`src/rtl/i2c_tgt_pkg.sv`:
```
package i2c_tgt_pkg;

  typedef enum logic [2:0] {
    ST_IDLE,
    ST_ADDR,
    ST_ACK,
    ST_DATA,
    ST_SKIP
  } tgt_state_e;

  typedef struct packed {
    logic start;
    logic stop;
    logic rise;
    logic fall;
    logic sda;
  } bus_ev_t;

  localparam logic [7:0] GC_ADDR_BYTE = 8'h00;
  localparam logic [7:0] GC_RESET_CMD = 8'h06;
  localparam logic [4:0] HS_CODE_TOP  = 5'b00001;

endpackage

```
`src/rtl/i2c_line_filter.sv`:
```
module i2c_line_filter #(
  parameter int SYNC_STAGES = 2,
  parameter int FILT_LEN    = 3
) (
  input  logic clk,
  input  logic rst,
  input  logic raw,
  output logic clean
);
  logic [SYNC_STAGES-1:0] sync_q;
  logic [FILT_LEN-1:0]    hist_q;

  always_ff @(posedge clk) begin
    if (rst) begin
      sync_q <= '1;
      hist_q <= '1;
      clean  <= 1'b1;
    end else begin
      sync_q <= {sync_q[SYNC_STAGES-2:0], raw};
      hist_q <= {hist_q[FILT_LEN-2:0], sync_q[SYNC_STAGES-1]};
      if (&hist_q)       clean <= 1'b1;
      else if (~|hist_q) clean <= 1'b0;
    end
  end
endmodule

```
`src/rtl/i2c_bus_events.sv`:
```
module i2c_bus_events
  import i2c_tgt_pkg::*;
(
  input  logic    clk,
  input  logic    rst,
  input  logic    scl,
  input  logic    sda,
  output bus_ev_t ev
);
  logic scl_q, sda_q;

  always_ff @(posedge clk) begin
    if (rst) begin
      scl_q <= 1'b1;
      sda_q <= 1'b1;
      ev    <= '0;
    end else begin
      scl_q    <= scl;
      sda_q    <= sda;
      ev.start <= scl & scl_q & sda_q & ~sda;
      ev.stop  <= scl & scl_q & ~sda_q & sda;
      ev.rise  <= scl & ~scl_q;
      ev.fall  <= ~scl & scl_q;
      ev.sda   <= sda;
    end
  end

  AST_START_STOP_EXCL: assert property (@(posedge clk) disable iff (rst)
    !(ev.start && ev.stop));
endmodule

```
`src/rtl/i2c_tgt_fsm.sv`:
```
module i2c_tgt_fsm
  import i2c_tgt_pkg::*;
#(
  parameter int         IDX_W       = 8,
  parameter logic [5:0] ADDR_PREFIX = 6'b111010
) (
  input  logic             clk,
  input  logic             rst,
  input  bus_ev_t          ev,
  input  logic             strap_lsb,
  output logic             sda_oe,
  output logic             wr_en,
  output logic [IDX_W-1:0] wr_idx,
  output logic [7:0]       wr_data,
  output logic             gc_reset,
  output logic             hs_mode
);
  tgt_state_e       state, ack_next;
  logic [2:0]       cnt;
  logic [6:0]       sh;
  logic             is_gc;
  logic [IDX_W-1:0] idx;
  logic [7:0]       byte_w;

  assign byte_w = {sh, ev.sda};

  always_ff @(posedge clk) begin
    if (rst) begin
      state    <= ST_IDLE;
      ack_next <= ST_IDLE;
      cnt      <= '0;
      sh       <= '0;
      is_gc    <= 1'b0;
      idx      <= '0;
      sda_oe   <= 1'b0;
      wr_en    <= 1'b0;
      wr_idx   <= '0;
      wr_data  <= '0;
      gc_reset <= 1'b0;
      hs_mode  <= 1'b0;
    end else begin
      wr_en    <= 1'b0;
      gc_reset <= 1'b0;
      if (ev.stop) begin
        state   <= ST_IDLE;
        sda_oe  <= 1'b0;
        hs_mode <= 1'b0;
      end else if (ev.start) begin
        state  <= ST_ADDR;
        cnt    <= '0;
        sda_oe <= 1'b0;
        idx    <= '0;
        is_gc  <= 1'b0;
      end else begin
        case (state)
          ST_ADDR: if (ev.rise) begin
            sh  <= byte_w[6:0];
            cnt <= cnt + 3'd1;
            if (cnt == 3'd7) begin
              if (byte_w[7:3] == HS_CODE_TOP) begin
                hs_mode <= 1'b1;
                state   <= ST_SKIP;
              end else if (byte_w == GC_ADDR_BYTE) begin
                is_gc    <= 1'b1;
                state    <= ST_ACK;
                ack_next <= ST_DATA;
              end else if (byte_w[7:1] == {ADDR_PREFIX, strap_lsb}) begin
                state    <= ST_ACK;
                ack_next <= byte_w[0] ? ST_SKIP : ST_DATA;
              end else begin
                state <= ST_SKIP;
              end
            end
          end
          ST_ACK: if (ev.fall) begin
            if (!sda_oe) begin
              sda_oe <= 1'b1;
            end else begin
              sda_oe <= 1'b0;
              state  <= ack_next;
              cnt    <= '0;
            end
          end
          ST_DATA: if (ev.rise) begin
            sh  <= byte_w[6:0];
            cnt <= cnt + 3'd1;
            if (cnt == 3'd7) begin
              if (is_gc) begin
                if (byte_w == GC_RESET_CMD) begin
                  gc_reset <= 1'b1;
                  state    <= ST_ACK;
                  ack_next <= ST_SKIP;
                end else begin
                  state <= ST_SKIP;
                end
              end else begin
                wr_en    <= 1'b1;
                wr_data  <= byte_w;
                wr_idx   <= idx;
                idx      <= idx + 1'b1;
                state    <= ST_ACK;
                ack_next <= ST_DATA;
              end
            end
          end
          default: ;
        endcase
      end
    end
  end

  AST_OE_ONLY_IN_ACK: assert property (@(posedge clk) disable iff (rst)
    sda_oe |-> (state == ST_ACK));
  AST_OE_MOVES_ON_FALL: assert property (@(posedge clk) disable iff (rst)
    !$stable(sda_oe) |-> $past(ev.fall | ev.start | ev.stop));
  AST_WR_ONE_CYCLE: assert property (@(posedge clk) disable iff (rst)
    wr_en |=> !wr_en);
  AST_GC_NO_WRITE: assert property (@(posedge clk) disable iff (rst)
    !(gc_reset && wr_en));
  AST_GC_ONE_CYCLE: assert property (@(posedge clk) disable iff (rst)
    gc_reset |=> !gc_reset);
  AST_HS_CLR_ON_STOP: assert property (@(posedge clk) disable iff (rst)
    ev.stop |=> !hs_mode);
endmodule

```
`src/rtl/i2c_gc_target.sv`:
```
module i2c_gc_target
  import i2c_tgt_pkg::*;
#(
  parameter int         IDX_W       = 8,
  parameter logic [5:0] ADDR_PREFIX = 6'b111010,
  parameter int         SYNC_STAGES = 2,
  parameter int         FILT_LEN    = 3
) (
  input  logic             clk,
  input  logic             rst,
  input  logic             scl_i,
  input  logic             sda_i,
  input  logic             strap_lsb,
  output logic             sda_oe,
  output logic             wr_en,
  output logic [IDX_W-1:0] wr_idx,
  output logic [7:0]       wr_data,
  output logic             gc_reset,
  output logic             hs_mode
);
  localparam int NLINES = 2;

  logic [NLINES-1:0] raw_lines, clean_lines;
  bus_ev_t           ev;

  assign raw_lines = {sda_i, scl_i};

  for (genvar i = 0; i < NLINES; i++) begin : g_filt
    i2c_line_filter #(
      .SYNC_STAGES(SYNC_STAGES),
      .FILT_LEN   (FILT_LEN)
    ) u_filt (
      .clk  (clk),
      .rst  (rst),
      .raw  (raw_lines[i]),
      .clean(clean_lines[i])
    );
  end

  i2c_bus_events u_ev (
    .clk(clk),
    .rst(rst),
    .scl(clean_lines[0]),
    .sda(clean_lines[1]),
    .ev (ev)
  );

  i2c_tgt_fsm #(
    .IDX_W      (IDX_W),
    .ADDR_PREFIX(ADDR_PREFIX)
  ) u_fsm (
    .clk      (clk),
    .rst      (rst),
    .ev       (ev),
    .strap_lsb(strap_lsb),
    .sda_oe   (sda_oe),
    .wr_en    (wr_en),
    .wr_idx   (wr_idx),
    .wr_data  (wr_data),
    .gc_reset (gc_reset),
    .hs_mode  (hs_mode)
  );
endmodule

```
`config.mk`:
```
export PLATFORM = sky130hd
export DESIGN_NAME = i2c_gc_target
export DESIGN_NICKNAME = d
export VERILOG_FILES = /design/src/rtl/i2c_tgt_pkg.sv /design/src/rtl/i2c_line_filter.sv /design/src/rtl/i2c_bus_events.sv /design/src/rtl/i2c_tgt_fsm.sv /design/src/rtl/i2c_gc_target.sv
export SDC_FILE = /design/constraint.sdc
export NUM_CORES = 1
export LEC_CHECK = 0
export ABC_AREA = 1
export CORE_MARGIN = 2
export CORE_UTILIZATION = 56
export DETAILED_ROUTE_END_ITERATION = 8
export PLACE_DENSITY = 0.79
export SYNTH_ARGS = -nofsm -noshare
export SYNTH_HDL_FRONTEND = slang
export SYNTH_SLANG_ARGS = --single-unit
export TNS_END_PERCENT = 5
```
`constraint.sdc`:
```
create_clock -name clk -period 2 [get_ports clk]
set_input_delay 0.3 -clock clk [delete_from_list [all_inputs] [get_ports clk]]
set_output_delay 0.3 -clock clk [all_outputs]
set_load 0.01 [all_outputs]
```
==> metrics.txt <==
Ys Warns=0; number of cells upsized or downsized after cts=0; CP required=2.22 ns; Global Route Usage Sum=22.76%; RSZ-0062 raised after global routing=false; Synth Area in Compound Gates=15.71%; Sink Count=63; pwr dens=748.1 mW/mm^2; CTS H-tree depth=3; Ports=25; Overflow after GRT=0; Area growth, synth to finish=19.19%; die height=71.05 um; status=finished clean; dpl cells=400; Vias/cell=5.300; Slew HR=77.39%; critical path capture point type=register; Int Pwr=1.730 mW; Syn Inst Count=327; max cap viols=0; Hold Path Class=reg -> reg; post-synth top area share=50.10%; routed wire length per instance=12.52 um; skew final=0.009745 ns; Crit Path Max Fanout=29; register bit total from synthesis=63; Synth area leader=dfxtp_1; kind of critical path=reg -> reg; fin crit period=1.824 ns; initial antenna violation count=0; commonest non-fill, non-tap cell in the layout=dfxtp_1; Setup WS post-layout=0.1763 ns; vias in the first global route=2016; Post-Syn Area=0.002517 mm^2; global-route wire length before repair=8901 um; Total Power=2.245 mW; Worst-Skew Late Latency=0.33 ns; Core ar.=0.004354 mm^2; hold path start=g_filt[0].u_filt.sync_q[1]; Mean Syn Cell Area=7.699 um^2; Comb pwr share=2.8%; clk root buf=clkbuf_8; leakage power=1.235 nW; NetSw=0.5150 mW; slowest CP cell=nor4_4; final std cells w/o fill=416; post-synthesis adder-cell area fraction=1.491%; clock share of power=40.5%; Pre-antenna DRT Iters=4; Hold Buf Count CTS=0; Die W=71.05 um; Post-Place Worst Slack=0.2117 ns; max-slew violations=0; port bufs=24; Worst R2R End=u_fsm.wr_idx[1]; fmax=0.5483 GHz; critical register-to-register path startpoint=u_fsm.cnt[0]; Max VDD drop=0.5524 mV; clock-pin slew on the worst setup and hold paths=0.06 ns; Sequential Power Share=56.7%; Rows=24; WL final=5207 um; most frequent cells in the layout=dfxtp_1 (63), nor2_1 (52), nand2_1 (46), a21oi_1 (34), o21ai_0 (30); Worst Reg-to-Reg Cells=8; mux cell area share after synthesis=0%; Worst setup SP type=register; setup TNS=0 ns; DRC Markers=0; final-report setup violation count=0; # fillers=354; Yosys cell types=29; final net count=367; ANT nets after route=0; worst-case clock buffer depth=2; layout cells sized above 1=10.99%; HPWL after DPL=3596 um; CP Cell Sequence=ha_1, ha_1, nand2_1, nor4_4, buf_12, inv_2, nor2_1, nor2_1; clock buffer count from CTS=9; hold path depth=1; via count=2205; XOR/XNOR Fraction of Synth Area=0.3479%; setup bufs post-CTS=0; Initial Util=57.82%; register area share after synthesis=50.10%; Post-Synth Simple-Gate Area=25.94%; GPL Wtd Cong=0.8816; initial DRC count=272; die footprint=0.005047 mm^2; Arr. time, crit path=2.05 ns; Hold Crit Endpoint=g_filt[0].u_filt.hist_q[0]; Sw Share=22.94%; period utilisation layout=91.19%; CTS tree=yes; Slowest Stage Delay on Critical Path=0.37 ns; R2R Setup Slk=0.18 ns; ranking of synthesized cells by area=dfxtp_1 (50%), nor2_1 (7.8%), nand2_1 (6.9%), a21oi_1 (6.8%), o21ai_0 (6.0%); Post-Syn Nets=335; largest family of logic cells by synthesized area=simple AND/OR/NAND/NOR gates; Tightest Pin Transition=0.3379 ns; largest net degree at the start of global routing=30; Antenna diodes=0; Fin. Hold Viols=0
[area by class of cell]
type                       instances  area, um^2  area share (%)
sequential                        63        1261           42.04
multi-input combinational        224        1104           36.78
timing repair buffer              30       297.8           9.925
clock buffer                      11       131.4           4.379
inverter                          31       116.4           3.878
tap                               52       65.06           2.168
clock inverter                     5       25.02          0.8340
[cell usage after synthesis]
library cell,n
ha_1,3
nor4_2,1
nand2_2,2
a21oi_4,1
inv_2,3
and3_1,1
nor2_1,52
a21oi_1,34
a31oi_1,2
o211ai_1,1
o31ai_1,1
nor2_4,1
buf_2,3
nor3_1,12
o21ai_0,30
nand2_1,46
dfxtp_1,63
o211a_1,1
nand3_2,1
o21ai_2,1
xor2_1,1
clkbuf_1,5
buf_6,1
o21a_1,1
o21ai_1,1
nand3_1,17
or2_2,10
inv_1,28
nand4_1,4
[worst max-delay path, delay by kind of cell, from the launching register on]
family        cells  cell delay, ns
simple gates      4            0.69
flops             1            0.36
fa+ha+maj         2            0.36
buf+inv           2            0.29
[power by group through the flow]
stage          Sequential [mW]  Combinational, mW  Clock, mW
2_1_floorplan             1.30             0.0407          0
3_3_place_gp              1.30             0.0622          0
3_5_place_dp              1.30             0.0625          0
4_1_cts                   1.27             0.0634      0.925
5_1_grt                   1.27             0.0715      0.981
6_report                  1.27             0.0632      0.909
[metal layers]
metal | vias to the layer above | part of all wire [%] | GRT usage, %
li1 | 1144 | - | -
met1 | 994 | 48 | 29.68
met2 | 57 | 46 | 34.27
met3 | 10 | 5.3 | 7.550
met4 | 0 | 1.1 | 10.48
met5 | - | 0 | 0
[logic make-up (layout without fill, tap and decap cells)]
kind of cell	Yosys count	count (layout)
adders and majority gates	3	3
DFF	63	63
and+or+nand+nor	147	147
xor gates and xnor gates	1	1
AOI/OAI and AO/OA	73	73
buffers and inverters	40	77
[worst max path at each step]
stage / start / end / slack (ns) / cells after the start
2_1_floorplan: u_fsm.cnt[0] / u_fsm.wr_data[1] / 0.44 / 7
3_3_place_gp: u_fsm.cnt[0] / u_fsm.wr_data[0] / 0.31 / 8
3_5_place_dp: u_fsm.cnt[0] / u_fsm.wr_data[3] / 0.21 / 8
4_1_cts: u_fsm.cnt[0] / u_fsm.wr_idx[1] / 0.18 / 8
5_1_grt: u_fsm.cnt[0] / u_fsm.wr_idx[2] / 0.001 / 8
6_report: u_fsm.cnt[0] / u_fsm.wr_idx[1] / 0.18 / 8
[flip-flops by register name, summed over array words and instances (netlist names)]
name	cells
u_fsm.idx	8
u_fsm.wr_data	8
u_fsm.wr_idx	8
u_fsm.sh	7
g_filt.u_filt.hist_q	6
u_ev.ev	5
g_filt.u_filt.sync_q	4
u_fsm.cnt	3
u_fsm.state	3
g_filt.u_filt.clean	2
u_fsm.ack_next	2
u_ev.scl_q	1
u_ev.sda_q	1
u_fsm.gc_reset	1
u_fsm.hs_mode	1
u_fsm.is_gc	1
u_fsm.sda_oe	1
u_fsm.wr_en	1
[through the flow]
step	cell area, um^2	utilization [%]	hold WS, ns
global placement	2844	65.32	0.3923
global route	3000	68.91	0.4177
finish	3000	68.91	0.4085
detailed placement	2844	65.32	0.3949
floorplan	2517	-	0.3895
CTS	3000	68.91	0.4038
No activity file was read; power rests on OpenSTA's default activity.
